<file path="src/rtl/ptg_pkg.sv">
package ptg_pkg;

  // Hold time with the one-tick floor applied.
  function automatic int unsigned at_least_one(input int unsigned v);
    return (v == 0) ? 1 : v;
  endfunction

  // Ticks to hold for a given level.
  function automatic int unsigned hold_ticks(input logic lvl,
                                             input int unsigned hi_t,
                                             input int unsigned lo_t);
    return lvl ? hi_t : lo_t;
  endfunction

endpackage

</file>
<file path="src/rtl/ptg_tick_div.sv">
module ptg_tick_div #(
  parameter int TICK_DIV = 4
) (
  input  logic clk,
  input  logic rst_n,
  output logic tick
);
  generate
    if (TICK_DIV <= 1) begin : g_every
      assign tick = 1'b1;
    end else begin : g_div
      localparam int DW = $clog2(TICK_DIV);
      logic [DW-1:0] ph_q;
      always_ff @(posedge clk) begin
        if (!rst_n)                          ph_q <= '0;
        else if (ph_q == DW'(TICK_DIV - 1))  ph_q <= '0;
        else                                 ph_q <= ph_q + 1'b1;
      end
      assign tick = (ph_q == DW'(TICK_DIV - 1));
    end
  endgenerate
endmodule

</file>
<file path="src/rtl/ptg_channel.sv">
module ptg_channel
  import ptg_pkg::*;
#(
  parameter int CNT_W = 16,
  parameter int REP_W = 16
) (
  input  logic             clk,
  input  logic             rst_n,
  input  logic             tick,
  input  logic             start,
  input  logic             clear,
  input  logic [CNT_W-1:0] on_in,
  input  logic [CNT_W-1:0] off_in,
  input  logic [REP_W-1:0] rep_in,
  output logic             active,
  output logic             level,
  output logic             owned,
  output logic             fire,
  output logic [CNT_W-1:0] remain
);
  logic [CNT_W-1:0] on_q, off_q, cnt_q;
  logic [REP_W-1:0] rep_q;
  logic             act_q, lvl_q, own_q;

  logic [CNT_W-1:0] on_c, off_c, start_hold, next_hold;

  assign on_c       = CNT_W'(at_least_one(32'(on_in)));
  assign off_c      = CNT_W'(at_least_one(32'(off_in)));
  assign start_hold = CNT_W'(hold_ticks(lvl_q, 32'(on_c), 32'(off_c)));
  assign next_hold  = CNT_W'(hold_ticks(!lvl_q, 32'(on_q), 32'(off_q)));

  // Transition due this cycle; any command on this pin overrides it.
  assign fire = act_q & tick & (cnt_q == CNT_W'(1)) & ~start & ~clear;

  always_ff @(posedge clk) begin
    if (!rst_n) begin
      act_q <= 1'b0;
      lvl_q <= 1'b0;
      own_q <= 1'b0;
      cnt_q <= '0;
      rep_q <= '0;
      on_q  <= CNT_W'(1);
      off_q <= CNT_W'(1);
    end else if (clear) begin
      act_q <= 1'b0;
      cnt_q <= '0;
      rep_q <= '0;
    end else if (start) begin
      on_q  <= on_c;
      off_q <= off_c;
      rep_q <= rep_in;
      cnt_q <= start_hold;
      act_q <= 1'b1;
      own_q <= 1'b1;
    end else if (fire) begin
      lvl_q <= ~lvl_q;
      if (rep_q != '0) begin
        rep_q <= rep_q - 1'b1;
        cnt_q <= next_hold;
      end else begin
        act_q <= 1'b0;
        cnt_q <= '0;
      end
    end else if (act_q && tick) begin
      cnt_q <= cnt_q - 1'b1;
    end
  end

  assign active = act_q;
  assign level  = lvl_q;
  assign owned  = own_q;
  assign remain = cnt_q;
endmodule

</file>
<file path="src/rtl/ptg_status_mux.sv">
module ptg_status_mux #(
  parameter int NUM_PINS  = 6,
  parameter int PIN_IDX_W = 3,
  parameter int CNT_W     = 16
) (
  input  logic [PIN_IDX_W-1:0]      sel,
  input  logic [NUM_PINS-1:0]       act_v,
  input  logic [NUM_PINS-1:0]       lvl_v,
  input  logic [NUM_PINS*CNT_W-1:0] rem_v,
  output logic                      o_active,
  output logic                      o_level,
  output logic [CNT_W-1:0]          o_remain
);
  logic sel_ok;
  int   idx;

  assign idx    = int'(sel);
  assign sel_ok = (idx < NUM_PINS);

  always_comb begin
    o_active = 1'b0;
    o_level  = 1'b0;
    o_remain = '0;
    if (sel_ok) begin
      o_active = act_v[idx];
      o_level  = lvl_v[idx];
      o_remain = rem_v[idx*CNT_W +: CNT_W];
    end
  end
endmodule

</file>
<file path="src/rtl/pin_toggle_gen.sv">
module pin_toggle_gen #(
  parameter int NUM_PINS  = 6,
  parameter int PIN_IDX_W = 3,
  parameter int CNT_W     = 16,
  parameter int REP_W     = 16,
  parameter int TICK_DIV  = 4
) (
  input  logic                 clk,
  input  logic                 rst_n,
  input  logic                 cmd_start,
  input  logic                 cmd_clear,
  input  logic [PIN_IDX_W-1:0] cmd_pin,
  input  logic [CNT_W-1:0]     cmd_on,
  input  logic [CNT_W-1:0]     cmd_off,
  input  logic [REP_W-1:0]     cmd_repeat,
  input  logic [NUM_PINS-1:0]  pin_in,
  output logic [NUM_PINS-1:0]  pin_out,
  input  logic [PIN_IDX_W-1:0] stat_pin,
  output logic                 stat_active,
  output logic                 stat_level,
  output logic [CNT_W-1:0]     stat_remain,
  output logic                 err_bad_pin
);
  logic                      tick;
  logic                      pin_ok;
  logic [NUM_PINS-1:0]       gen_active, gen_level, gen_owned, gen_fire;
  logic [NUM_PINS*CNT_W-1:0] gen_remain;
  logic                      err_q;

  assign pin_ok = (int'(cmd_pin) < NUM_PINS);

  ptg_tick_div #(.TICK_DIV(TICK_DIV)) u_tick (
    .clk  (clk),
    .rst_n(rst_n),
    .tick (tick)
  );

  generate
    for (genvar k = 0; k < NUM_PINS; k++) begin : g_ch
      logic hit;
      assign hit = pin_ok && (cmd_pin == PIN_IDX_W'(k));

      ptg_channel #(.CNT_W(CNT_W), .REP_W(REP_W)) u_ch (
        .clk   (clk),
        .rst_n (rst_n),
        .tick  (tick),
        .start (cmd_start & hit),
        .clear (cmd_clear & hit),
        .on_in (cmd_on),
        .off_in(cmd_off),
        .rep_in(cmd_repeat),
        .active(gen_active[k]),
        .level (gen_level[k]),
        .owned (gen_owned[k]),
        .fire  (gen_fire[k]),
        .remain(gen_remain[k*CNT_W +: CNT_W])
      );

      assign pin_out[k] = gen_owned[k] ? gen_level[k] : pin_in[k];
    end
  endgenerate

  always_ff @(posedge clk) begin
    if (!rst_n)                     err_q <= 1'b0;
    else if (cmd_start | cmd_clear) err_q <= ~pin_ok;
  end
  assign err_bad_pin = err_q;

  ptg_status_mux #(
    .NUM_PINS(NUM_PINS), .PIN_IDX_W(PIN_IDX_W), .CNT_W(CNT_W)
  ) u_stat (
    .sel     (stat_pin),
    .act_v   (gen_active),
    .lvl_v   (gen_level),
    .rem_v   (gen_remain),
    .o_active(stat_active),
    .o_level (stat_level),
    .o_remain(stat_remain)
  );
endmodule

</file>
<file path="config.mk">
export PLATFORM = sky130hd
export DESIGN_NAME = pin_toggle_gen
export DESIGN_NICKNAME = d
export VERILOG_FILES = /design/src/rtl/ptg_pkg.sv /design/src/rtl/ptg_tick_div.sv /design/src/rtl/ptg_channel.sv /design/src/rtl/ptg_status_mux.sv /design/src/rtl/pin_toggle_gen.sv
export SDC_FILE = /design/constraint.sdc
export NUM_CORES = 1
export LEC_CHECK = 0
export BUFFER_PORTS_ARGS = -buffer_cell sky130_fd_sc_hd__buf_2
export CAP_MARGIN = 10
export CELL_PAD_IN_SITES_DETAIL_PLACEMENT = 1
export CELL_PAD_IN_SITES_GLOBAL_PLACEMENT = 1
export CORE_MARGIN = 1.5
export CORE_UTILIZATION = 30
export CTS_CLUSTER_SIZE = 8
export DETAILED_ROUTE_END_ITERATION = 16
export PLACE_DENSITY_LB_ADDON = 0.1
export SLEW_MARGIN = 20
export SYNTH_ARGS = -nofsm -noshare
export SYNTH_HDL_FRONTEND = slang
export SYNTH_SLANG_ARGS = --single-unit
</file>
<file path="constraint.sdc">
create_clock -name clk -period 4 [get_ports clk]
set_clock_uncertainty 0.2 [all_clocks]
set_input_delay 0.2 -clock clk [delete_from_list [all_inputs] [get_ports clk]]
set_output_delay 0.2 -clock clk [all_outputs]
set_load 0.02 [all_outputs]
</file>
* Word-level counts from Yosys, hierarchy flattened
Cells that the tools add are included.
** Cells by class
- Muxes and demuxes :: 87
- Shifts and indexed selects :: 1
- Add/sub/neg operators :: 13
- Reductions and logical operators :: 70
- Bitwise operators :: 57
- $lt $le $gt $ge :: 3
- Equal/unequal tests :: 18
** Operators with widths (number)
- two-way mux 16 bit :: 57
- subtractor 16 x 1 -> 16 bit (second input constant) :: 12
- equality test 16 x 1 -> 1 bit (second input constant) :: 6
- nonzero test 16 bit :: 6
- indexed part select 96 x 8 -> 16 bit :: 1
- AND 1 bit :: 36
- AND reduction 2 bit :: 18
- logical NOT 16 bit :: 2
- two-way mux 1 bit :: 28
- nonzero test 2 bit :: 12
- NOT 1 bit :: 20
- AND reduction 3 bit :: 6
- nonzero test 3 bit :: 6
- OR reduction 2 bit :: 7
- logical AND 1 bit :: 12
- inequality test 2 x 1 -> 1 bit (second input constant) :: 6
- binary-select mux 1 bit (select 3 bit) :: 2
- equality test 3 x 2 -> 1 bit (second input constant) :: 2
- equality test 3 bit (second input constant) :: 2
- < comparator 3 bit (second input constant) :: 2
- < comparator 3 x 4 -> 1 bit (second input constant) :: 1
- equality test 3 x 1 -> 1 bit (second input constant) :: 1
- logical NOT 3 bit :: 1
- adder 2 x 1 -> 2 bit (second input constant) :: 1
- other kinds (2) :: 2
** Storage, ports and cells
- Output and inout port bits :: 25
- Logic and storage cells :: 293
- Bits in registers :: 405
- Input bits :: 64

* Longest topological paths before layout
- Word-level depth :: 8
- Gate-level depth with buffers :: 10
- Mapped depth without buffers :: 8

* Hierarchy
From an unflattened synthesis, not the netlist that was laid out.
** Unflattened totals
- Cell total of the unflattened synthesis :: 2990
- Area, all modules :: 24130.6 µm²
** By module, submodules not included
- ptg_channel at g_ch[2].u_ch ... :: area an instance 3743.6 µm², times used 4, cells an instance 463, sequential area each 1341.3 µm²
- ptg_channel at g_ch[0].u_ch ... :: area an instance 3972.6 µm², times used 2, cells an instance 500, sequential area each 1341.3 µm²
- ptg_status_mux :: area an instance 943.4 µm², times used 1, cells an instance 105, sequential area each 0.0 µm²
- pin_toggle_gen :: area an instance 193.9 µm², times used 1, cells an instance 28, sequential area each 20.0 µm²
- ptg_tick_div :: area an instance 73.8 µm², times used 1, cells an instance 5, sequential area each 40.0 µm²

* Worst setup path after synthesis
No wires, ideal clock.
- Path type :: reg2reg
- Start point :: reg g_ch[5].u_ch.cnt_q[7]
- End point :: reg g_ch[5].u_ch.rep_q[3]
- Path slack :: 1254 ps
- Stages on the path, launching flop included :: 7
- Period minus slack after synthesis :: 2746 ps
- Setup time :: 128 ps
- Required time :: 3672 ps
- Arrival time :: 2419 ps
- Path buffers :: 0
- Path through :: dfxtp_1 or4_4 or4_4 or4_4 or4_1 nand3_1 a31oi_1
** On the way
- Longest elaborated chain between the ends :: 6
** Ends and longest elaborated chain
- start: declaration :: RTL line ptg_channel.sv:21 : logic [CNT_W-1:0] on_q, off_q, cnt_q;
- start signal: assignment :: RTL line ptg_channel.sv:52 : cnt_q <= start_hold;
- start signal: assignment :: RTL line ptg_channel.sv:59 : cnt_q <= next_hold;
- start signal: assignment :: RTL line ptg_channel.sv:65 : cnt_q <= cnt_q - 1'b1;
- equality test 16 x 1 -> 1 bit :: RTL line ptg_channel.sv:33 : assign fire = act_q & tick & (cnt_q == CNT_W'(1)) & ~start & ~clear;
- AND 1 bit (3 in a row) :: RTL line ptg_channel.sv:33
- nonzero test 2 bit (no line)
- AND reduction 2 bit (no line)
- end signal: assignment :: RTL line ptg_channel.sv:51 : rep_q <= rep_in;
- end signal: assignment :: RTL line ptg_channel.sv:58 : rep_q <= rep_q - 1'b1;
- end: declaration :: RTL line ptg_channel.sv:22 : logic [REP_W-1:0] rep_q;
Every way passes these cells.
A chain may end at the register's enable or synchronous reset.

* Worst setup path after layout
- Start point :: reg g_ch[5].u_ch.cnt_q[7]
- End point :: reg g_ch[5].u_ch.rep_q[7]
The elaborated chain is that of the path after synthesis.

==> out/results.txt <==
EDFF count, synth -> 0
highest routed layer -> met4
Chip Width -> 281 um
vias in the first global route -> 23.5k
slowest stage cell, crit path -> or4_4
setup bufs post-CTS -> 0
Setup Viol. Count Final -> 0
worst r2r path cells -> 7
Final Cycle Share -> 0.803
first-pass GRT wire length -> 163,000 um
Starting Density -> 0.304
Residual DRC -> 0
Die Span Y -> 281 um
fin crit period -> 3.21 ns
GRT Util Overall -> 0.280
Stages on worst setup path -> 7
Data arrival, critical path -> 3.52 ns
fin nets -> 3,059
wire length on met3 -> 6320 um
outcome -> finished clean
hold_buf cts -> 47
Max H-tree Level -> 2
r2r startpoint -> g_ch[5].u_ch.remain[7]
IO Count -> 89
site row count -> 101
Clock Tree Buf Depth -> 3
most frequent CP cell -> or4_4
RD Place Congestion -> 0.954
leading area contributor after synthesis -> dfxtp_1
slew of the pin with the lowest slew margin -> 1.11 ns
DRT iter0 DRCs -> 1,640
Yosys top cell area share -> 0.349
CTS resizes -> 0
cell family with most CP delay -> simple AND/OR/NAND/NOR gates
most common cell in the netlist -> nand2_1
Hold Path Depth -> 4
Setup TNS Final -> 0 ns
yosys warns -> 0
CTS clk-pin slew, worst paths -> 0.05 ns
antenna violations before repair -> 6
post-route ant nets -> 0
Fillers -> 9,135
syn nets -> 3,010
Worst EP required -> 4.31 ns
Rel. slew slack -> 0.262
Cell Area, Synth -> 0.0232 sq mm
Area after DPL -> 0.0249 sq mm
largest net degree at the start of global routing -> 101
top_reg_cell synth -> dfxtp_1
pins over their slew limit -> 0
Core Region -> 0.0763 sq mm
Avg Vias per Cell -> 5.85
sequential fraction of the synthesis area -> 0.349
Max Cap Viol -> 0
die footprint -> 0.0791 sq mm
CP max stage delay -> 0.60 ns
Met2 Wirelength -> 51,600 um
mean cell area of the mapped netlist -> 7.95 sq um
Pre-antenna DRT Iters -> 5
post-DP HPWL -> 76,400 um
Critical Path Sink Type -> register
WL per Instance -> 28.0 um
Gate Count Post-Synth -> 2,921
WL met1 -> 49,600 um
cts bufs inserted -> 58
Final Instance Area -> 0.0270 sq mm
area growth from synthesis to layout -> 16.0%
hold path start -> cmd_on[4]
Buffers on Ports -> 88
clock latency on the worst-skew pair -> 0.62 ns
Cell Chain, Critical Path -> or4_4, or4_4, nor4_2, buf_4, nand2_1, o311a_1, o21a_1
Peak supply drop -> 0.342 mV
RSZ-0062 raised after global routing -> no
Buf/Inv on CP -> 1
Root Driver -> clkbuf_16
via count -> 23.5k
WHS -> 0.0430 ns
crit path max fanout -> 7
critical path launch point type -> register
crit path from -> g_ch[5].u_ch.remain[7]
Pleak -> 9.17 nW
critical path class -> register to register
Power Density -> 387 mW/mm^2
# clock sinks -> 405
Max Fclk -> 311 MHz
CTS tree -> done
hold crit path type -> input pin to register
gr ovfl total -> 0
final hold violation count -> 0
synth unique cells -> 83
Post-Route WL -> 112,000 um
FFs w/ async S/R, synth -> 0
PnR Total Power -> 10.4 mW
Post-synth top cells -> nand2_1 (533), dfxtp_1 (405), clkbuf_1 (215)
Synth Register Bits -> 405
layout cells sized above 1 -> 0.136
top cells by area, synth -> dfxtp_1 (35%), nand2_1 (8.6%), mux2i_1 (6.3%), a21boi_0 (5.8%), a21oi_1 (3.9%)
[metal layers]
metal / vias to the layer above / GRT usage
met5: - / 0
met4: 0 / 0.113
met3: 240 / 0.0400
met2: 803 / 0.457
met1: 11834 / 0.370
li1: 10620 / -
[power breakdown]
part	switching (mW)	internal (mW)
sequential	0.137	4.14
clock	1.89	2.72
combinational	1.02	0.528
[worst paths after layout]
kind                                end  slack [ns]
hold reg to reg    u_tick.g_div.ph_q[0]        0.23
hold / removal     g_ch[1].u_ch.on_q[4]        0.04
setup reg to reg  g_ch[5].u_ch.rep_q[7]        0.79
setup / recovery  g_ch[5].u_ch.rep_q[7]        0.79
[state kept, by name, indices dropped and copies added (netlist names)]
| name | flops |
|---|---|
| u_tick.g_div.ph_q | 2 |
| g_ch.u_ch.off_q | 96 |
| err_bad_pin | 1 |
| g_ch.u_ch.active | 6 |
| g_ch.u_ch.level | 6 |
| g_ch.u_ch.owned | 6 |
| g_ch.u_ch.rep_q | 96 |
| g_ch.u_ch.remain | 96 |
| g_ch.u_ch.on_q | 96 |
[per-stage QoR]
step / util / instances / setup slack, ns
after floorplan: - / 2921 / 1.25
after global placement: 0.326 / 3893 / 0.872
after detailed placement: 0.326 / 3893 / 0.831
after CTS: 0.353 / 4013 / 0.812
after global routing: 0.353 / 4013 / 0.639
final: 0.353 / 4014 / 0.789
[cell families (layout without fill, tap and decap cells)]
| family | count (synthesis) | count (layout) | share of synthesized area |
|---|---|---|---|
| adders and majority gates | 25 | 25 | 0.0135 |
| xor gates and xnor gates | 56 | 56 | 0.0211 |
| muxes | 230 | 230 | 0.112 |
| other | 0 | 1 | 0 |
| buffers and inverters | 289 | 351 | 0.0478 |
| DFF | 405 | 405 | 0.349 |
| and+or+nand+nor | 1115 | 1115 | 0.230 |
| AOI/OAI and AO/OA | 801 | 801 | 0.227 |
[layout make-up]
class	instances	area, sq um	share of cell area
clock inverter	1	7.51	0.000278
tap	1030	1290	0.0478
inverter	51	191	0.00710
sequential	405	8120	0.301
antenna	1	2.50	0.0000928
clock buffer	72	1600	0.0593
timing repair buffer	227	1620	0.0601
multi-input combinational	2227	14100	0.524
[layout by cell type (no fill, tap or decap), types with 51 or more instances in the layout]
cell       instances
inv_1             51
o21ai_0          138
buf_4             91
a31oi_1           55
nand2_1          533
a21boi_0         181
mux2_2            65
clkbuf_16         61
nor3_1            54
a21oi_1          181
buf_2             87
nand3_1           71
nor2_1           164
dfxtp_1          399
mux2i_1          147
[worst register-to-register path, cell delays in order (launching register included)]
cell     delay [ns]
dfxtp_1        0.37
or4_4          0.60
or4_4          0.58
nor4_2         0.38
buf_4          0.24
nand2_1        0.19
o311a_1        0.36
o21a_1         0.18
Note: power is estimated with default switching activity, not from simulation.
